===== config.mk =====
export PLATFORM = sky130hd
export DESIGN_NAME = excl_resv_mon
export DESIGN_NICKNAME = d
export VERILOG_FILES = /design/src/rtl/excl_mon_pkg.sv /design/src/rtl/excl_word_cmp.sv /design/src/rtl/excl_resv_reg.sv /design/src/rtl/excl_stx_ctrl.sv /design/src/rtl/excl_resv_mon.sv
export SDC_FILE = /design/constraint.sdc
export NUM_CORES = 1
export LEC_CHECK = 0
export BUFFER_PORTS_ARGS = -buffer_cell sky130_fd_sc_hd__buf_4
export CAP_MARGIN = 20
export CORE_ASPECT_RATIO = 0.9
export CORE_UTILIZATION = 44
export DETAILED_ROUTE_END_ITERATION = 6
export GPL_ROUTABILITY_DRIVEN = 0
export GPL_TIMING_DRIVEN = 1
export PLACE_DENSITY = 0.95
export RECOVER_POWER = 50
export SKIP_LAST_GASP = 1
export SYNTH_ARGS = -nofsm -noshare
export SYNTH_HDL_FRONTEND = slang
export SYNTH_SLANG_ARGS = --single-unit

===== constraint.sdc =====
create_clock -name clk_i -period 4.8 [get_ports clk_i]
set_clock_uncertainty 0.2 [all_clocks]
set_input_delay 1.44 -clock clk_i [delete_from_list [all_inputs] [get_ports clk_i]]
set_output_delay 1.44 -clock clk_i [all_outputs]
set_load 0.02 [all_outputs]

===== src/rtl/excl_mon_pkg.sv =====
package excl_mon_pkg;
  typedef enum logic [1:0] {
    RSP_OKAY   = 2'b00,
    RSP_EXOKAY = 2'b01,
    RSP_SLVERR = 2'b10,
    RSP_DECERR = 2'b11
  } xrsp_e;
endpackage


===== src/rtl/excl_word_cmp.sv =====
module excl_word_cmp #(
  parameter int ADDR_W   = 32,
  parameter int GRAN_LSB = 2
) (
  input  logic [ADDR_W-1:0] a_i,
  input  logic [ADDR_W-1:0] b_i,
  output logic              eq_o
);
  logic [ADDR_W-1:0] diff;
  assign diff = (a_i ^ b_i) >> GRAN_LSB;
  assign eq_o = (diff == '0);
endmodule


===== src/rtl/excl_resv_reg.sv =====
module excl_resv_reg #(
  parameter int ADDR_W = 32
) (
  input  logic              clk_i,
  input  logic              rst_ni,
  input  logic              set_i,
  input  logic [ADDR_W-1:0] set_addr_i,
  input  logic              clr_i,
  output logic              valid_o,
  output logic [ADDR_W-1:0] addr_o
);
  // set is pre-gated by the caller against the strobes that must win
  always_ff @(posedge clk_i or negedge rst_ni) begin
    if (!rst_ni) begin
      valid_o <= 1'b0;
      addr_o  <= '0;
    end else if (set_i) begin
      valid_o <= 1'b1;
      addr_o  <= set_addr_i;
    end else if (clr_i) begin
      valid_o <= 1'b0;
    end
  end

  a_r9_set_loads: assert property (@(posedge clk_i) disable iff (!rst_ni)
    set_i |=> (valid_o && addr_o == $past(set_addr_i)));
  a_r4_clr_drops: assert property (@(posedge clk_i) disable iff (!rst_ni)
    (clr_i && !set_i) |=> !valid_o);
endmodule


===== src/rtl/excl_stx_ctrl.sv =====
module excl_stx_ctrl
  import excl_mon_pkg::*;
(
  input  logic       clk_i,
  input  logic       rst_ni,
  input  logic       stx_valid_i,
  input  logic       resv_hit_i,
  input  logic       kill_i,
  input  logic [1:0] rsp_code_i,
  output logic       mem_we_o,
  output logic       carry_we_o,
  output logic       carry_o
);
  logic ok;

  assign mem_we_o = stx_valid_i && resv_hit_i && !kill_i;
  assign ok       = mem_we_o && (xrsp_e'(rsp_code_i) == RSP_EXOKAY);

  always_ff @(posedge clk_i or negedge rst_ni) begin
    if (!rst_ni) begin
      carry_we_o <= 1'b0;
      carry_o    <= 1'b0;
    end else begin
      carry_we_o <= stx_valid_i;
      if (stx_valid_i) carry_o <= !ok;
    end
  end

  a_r3_no_write_without_hit: assert property (@(posedge clk_i) disable iff (!rst_ni)
    mem_we_o |-> resv_hit_i);
  a_r12_carry_strobe: assert property (@(posedge clk_i) disable iff (!rst_ni)
    stx_valid_i |=> carry_we_o);
  a_r12_carry_hold: assert property (@(posedge clk_i) disable iff (!rst_ni)
    !stx_valid_i |=> $stable(carry_o));
  a_r1_success_needs_write: assert property (@(posedge clk_i) disable iff (!rst_ni)
    (carry_we_o && !carry_o) |-> $past(mem_we_o));
endmodule


===== src/rtl/excl_resv_mon.sv =====
module excl_resv_mon
  import excl_mon_pkg::*;
#(
  parameter int ADDR_W   = 32,
  parameter int DATA_W   = 32,
  parameter int GRAN_LSB = 2
) (
  input  logic              clk_i,
  input  logic              rst_ni,
  input  logic              ldx_valid_i,
  input  logic [ADDR_W-1:0] ldx_addr_i,
  input  logic              stx_valid_i,
  input  logic [ADDR_W-1:0] stx_addr_i,
  input  logic [DATA_W-1:0] stx_data_i,
  input  logic [1:0]        rsp_code_i,
  input  logic              snoop_valid_i,
  input  logic [ADDR_W-1:0] snoop_addr_i,
  input  logic              ev_rst_i,
  input  logic              ev_irq_i,
  input  logic              ev_exc_i,
  input  logic              ev_brk_i,
  output logic              mem_we_o,
  output logic [ADDR_W-1:0] mem_addr_o,
  output logic [DATA_W-1:0] mem_data_o,
  output logic              carry_we_o,
  output logic              carry_o
);
  localparam int NCMP = 3;  // snoop vs resv, snoop vs ldx, stx vs resv

  logic              resv_valid;
  logic [ADDR_W-1:0] resv_addr;
  logic              any_event;
  logic [NCMP-1:0]   cmp_eq;
  logic [ADDR_W-1:0] cmp_a [NCMP];
  logic [ADDR_W-1:0] cmp_b [NCMP];
  logic              snp_hit_resv, snp_hit_ld, stx_hit;
  logic              resv_set, resv_clr, stx_kill;

  assign cmp_a[0] = snoop_addr_i; assign cmp_b[0] = resv_addr;
  assign cmp_a[1] = snoop_addr_i; assign cmp_b[1] = ldx_addr_i;
  assign cmp_a[2] = stx_addr_i;   assign cmp_b[2] = resv_addr;

  for (genvar g = 0; g < NCMP; g++) begin : g_cmp
    excl_word_cmp #(.ADDR_W(ADDR_W), .GRAN_LSB(GRAN_LSB)) u_cmp (
      .a_i (cmp_a[g]),
      .b_i (cmp_b[g]),
      .eq_o(cmp_eq[g])
    );
  end

  assign any_event    = ev_rst_i | ev_irq_i | ev_exc_i | ev_brk_i;
  assign snp_hit_resv = snoop_valid_i && resv_valid && cmp_eq[0];
  assign snp_hit_ld   = snoop_valid_i && ldx_valid_i && cmp_eq[1];
  assign stx_hit      = resv_valid && cmp_eq[2];

  // strobes, exclusive stores and a racing snoop all beat a new load
  assign resv_set = ldx_valid_i && !any_event && !stx_valid_i && !snp_hit_ld;
  assign resv_clr = any_event || stx_valid_i || snp_hit_resv || snp_hit_ld;
  assign stx_kill = any_event || snp_hit_resv;

  excl_resv_reg #(.ADDR_W(ADDR_W)) u_resv (
    .clk_i     (clk_i),
    .rst_ni    (rst_ni),
    .set_i     (resv_set),
    .set_addr_i(ldx_addr_i),
    .clr_i     (resv_clr),
    .valid_o   (resv_valid),
    .addr_o    (resv_addr)
  );

  excl_stx_ctrl u_stx (
    .clk_i      (clk_i),
    .rst_ni     (rst_ni),
    .stx_valid_i(stx_valid_i),
    .resv_hit_i (stx_hit),
    .kill_i     (stx_kill),
    .rsp_code_i (rsp_code_i),
    .mem_we_o   (mem_we_o),
    .carry_we_o (carry_we_o),
    .carry_o    (carry_o)
  );

  assign mem_addr_o = stx_addr_i;
  assign mem_data_o = stx_data_i;

  a_r7_event_clears: assert property (@(posedge clk_i) disable iff (!rst_ni)
    any_event |=> !resv_valid);
  a_r8_stx_consumes: assert property (@(posedge clk_i) disable iff (!rst_ni)
    stx_valid_i |=> !resv_valid);
  a_r7_event_blocks_write: assert property (@(posedge clk_i) disable iff (!rst_ni)
    any_event |-> !mem_we_o);
  a_r5_snoop_blocks_write: assert property (@(posedge clk_i) disable iff (!rst_ni)
    snp_hit_resv |-> !mem_we_o);
endmodule


==> flow_summary.yaml <==
outcome:
  status: "finished with violations"
  violations: "max-capacitance violations, max-slew violations"
critical_path:
  required_ns: 3.16
  worst_ep_arrival_time_ns: 2.87
  path_max_fanout: 2
  cp-start-kind: "input port"
  end_kind: "primary output"
  path_class: "in2out"
timing:
  hold_viol: 0
  period_minus_slack_ns: 4.514
  setup_violations: 0
  tns_ns: 0
  fin_worst_hold_slack_ns: 0.3508
  grt_setup_unrepaired: "false"
  drv_slew: 34
  tightestPinTransition_ns: 1.880
  period_share: 0.9405
  fmax_ghz: 0.2215
  max_slew_margin: -0.2530
routing:
  wl_per_cell_um: 17.62
  drtIter0Drc: 68
  num_vias: 2088
  routed_via_density: 5.105
  postRouteAntennaNets: 0
  drt_pass1_iterations: 4
  routed_wl_um: 7207
  drc: 0
final_layout:
  syn2layout_area_growth_pct: 23.35
  ff_latch_area_um2: 825.8
  finalInstanceArea_um2: 3391
  diodes: 0
  multiInputGateArea_um2: 1403
  final_layout_size_suffix_gt1_frac: 0.4897
  num-fill-cells: 539
  nets: 477
cts:
  root_buffer: "clkbuf_8"
  clk_latency_ns: 0.28
  numClockSinks: 33
  cts_resized: 0
  cts_tree: "done"
  ctsHoldBuffers: 0
  clkSlewWorstSetupHoldPaths_ns: 0.07
  htree_levels: 2
  cts_setup_buffers: 0
  cts_buffer_depth: 2
  cts_buffers: 5
die:
  fp.dieW_um: 85.32
  start_util: 0.4694
  io_pins: 206
  dieArea_um2: 6568
  rows: 26
  die_y_um: 76.99
  core_um2: 5856
synthesis:
  synth_most_common_cell: "xor2_1"
  yosys.area.top_type: "dfrtp_1"
  async_flop_share: 1.000
  seq_area_frac_synth: 0.3004
  synth_common_cells: "xor2_1, buf_4, dfrtp_1, mux2_2, nor4_1"
  synth_warnings: 0
  synth.avg_cell_area_um2: 10.45
  yosys.area_share.simple: 0.08785
  synth-xor-area-share: 0.2868
  synth_edf_count: 0
  syn-cell-area_um2: 2749
  synth_fa_ha_area_frac: 0
  synth_compound_area_frac: 0.01502
  synth_cell_types: 20
  synth_top_area_frac: 0.3004
  synth_ff_type: "dfrtp_1"
  synth_area_leaders: "dfrtp_1, xor2_1, buf_4"
  yosys-mux-area-fraction: 0.1229
  synth_seq_cells: 33
  synth_cells: 263
  synth_top_family_by_area: "XOR/XNOR gates"
  syn_nets: 402
pwr:
  leakagePower_nw: 1.662
  power_density_nw_per_um2: 263.8
  irDropWorstVdd_mv: 0.1600
global_routing:
  met3_usage: 0.05597
  antenna_found_initial: 0
  grt_max_degree: 34
  grt_pass1_vias: 2261
  grt_usage: 0.2264
  grt.met1_usage: 0.2556
  globalRouteMet2Util: 0.4129
  top_usage_layer: "met2"
  grt_pass1_wl_um: 11260
  grt_remaining_overflow: 0
placement:
  port_buffers: 133
  dpl_cell_area_um2: 3336
  dpl.hpwl_um: 6250
worst_hold_path:
  worstHoldPathType: "reg2reg"
run:
  cap_violations: 1
==> worst max-delay path, stage by stage <==
cell and delay (ns):
buf_4 0.11, nor4_2 0.30, nand4_1 0.13, or4_4 0.53
nor3_1 0.19, buf_4 0.17
==> metrics by stage <==
| stage | util | power [mW] | setup slack (ns) | cells |
|---|---|---|---|---|
| after floorplan | - | 0.6047 | 0.3107 | 263 |
| after global placement | 0.5697 | 0.6940 | 0.2790 | 401 |
| after detailed placement | 0.5697 | 0.7063 | 0.2761 | 401 |
| after CTS | 0.5833 | 0.9089 | 0.2700 | 409 |
| after global routing | 0.5791 | 0.9564 | 0.1546 | 409 |
| final | 0.5791 | 0.8945 | 0.2856 | 409 |
==> final timing paths <==
kind | startpoint | to | slack (ns) | depth (start not counted)
max reg2reg | u_resv.addr_o[19] | u_stx.carry_o | 2.73 | 5
min in group asynchronous | rst_ni | u_resv.addr_o[15] | 1.47 | 1
max in group asynchronous | rst_ni | u_resv.addr_o[26] | 1.85 | 1
min reg2reg | u_stx.carry_o | u_stx.carry_o | 0.35 | 2
max | ev_exc_i | mem_we_o | 0.29 | 6
min | u_stx.carry_o | u_stx.carry_o | 0.35 | 2
==> cell families after synthesis <==
| group | Yosys count |
|---|---|
| XOR/XNOR | 90 |
| flip-flops | 33 |
| AO/OA/AOI/OAI | 5 |
| AND/OR/NAND/NOR | 38 |
| buffers and inverters | 67 |
| multiplexers | 30 |
==> area by class of cell <==
cell class / instances / area share
Multi-Input combinational cell: 163 / 0.4137
Timing Repair Buffer: 135 / 0.2934
Sequential cell: 33 / 0.2435
Tap cell: 70 / 0.02583
Clock buffer: 8 / 0.02362
==> where the power goes <==
| group | internal, mW | switching (mW) | leakage [nW] | total, mW |
|---|---|---|---|---|
| Combinational | 0.174 | 0.139 | 1.20 | 0.313 |
| Sequential | 0.328 | 0.0547 | 0.418 | 0.383 |
| Clock | 0.103 | 0.0953 | 0.0395 | 0.198 |
==> state kept, by name, summed over array words and instances (netlist names) <==
name,flops
u_resv.addr_o,30
u_resv.valid_o,1
u_stx.carry_o,1
u_stx.carry_we_o,1
==> metal layers <==
metal  vias to the layer above  routed length [um]
met5                         -                   0
met4                         0                 150
met3                        14                 515
met2                       111                3753
met1                       981                2788
li1                        982                   -
==> cells in the final DEF, fill, tap and decap left out, types with 3 or more instances in the layout <==
master | netlist | routed
clkbuf_8 | 0 | 5
mux2_1 | 3 | 3
clkbuf_1 | 0 | 8
dfrtp_1 | 33 | 33
nor3_1 | 3 | 3
mux2_2 | 27 | 27
nand2_1 | 3 | 3
nor4_1 | 18 | 19
nand4_1 | 9 | 9
buf_4 | 64 | 130
xnor2_1 | 14 | 14
xor2_1 | 76 | 76
Power figures use the tool's default switching activity.
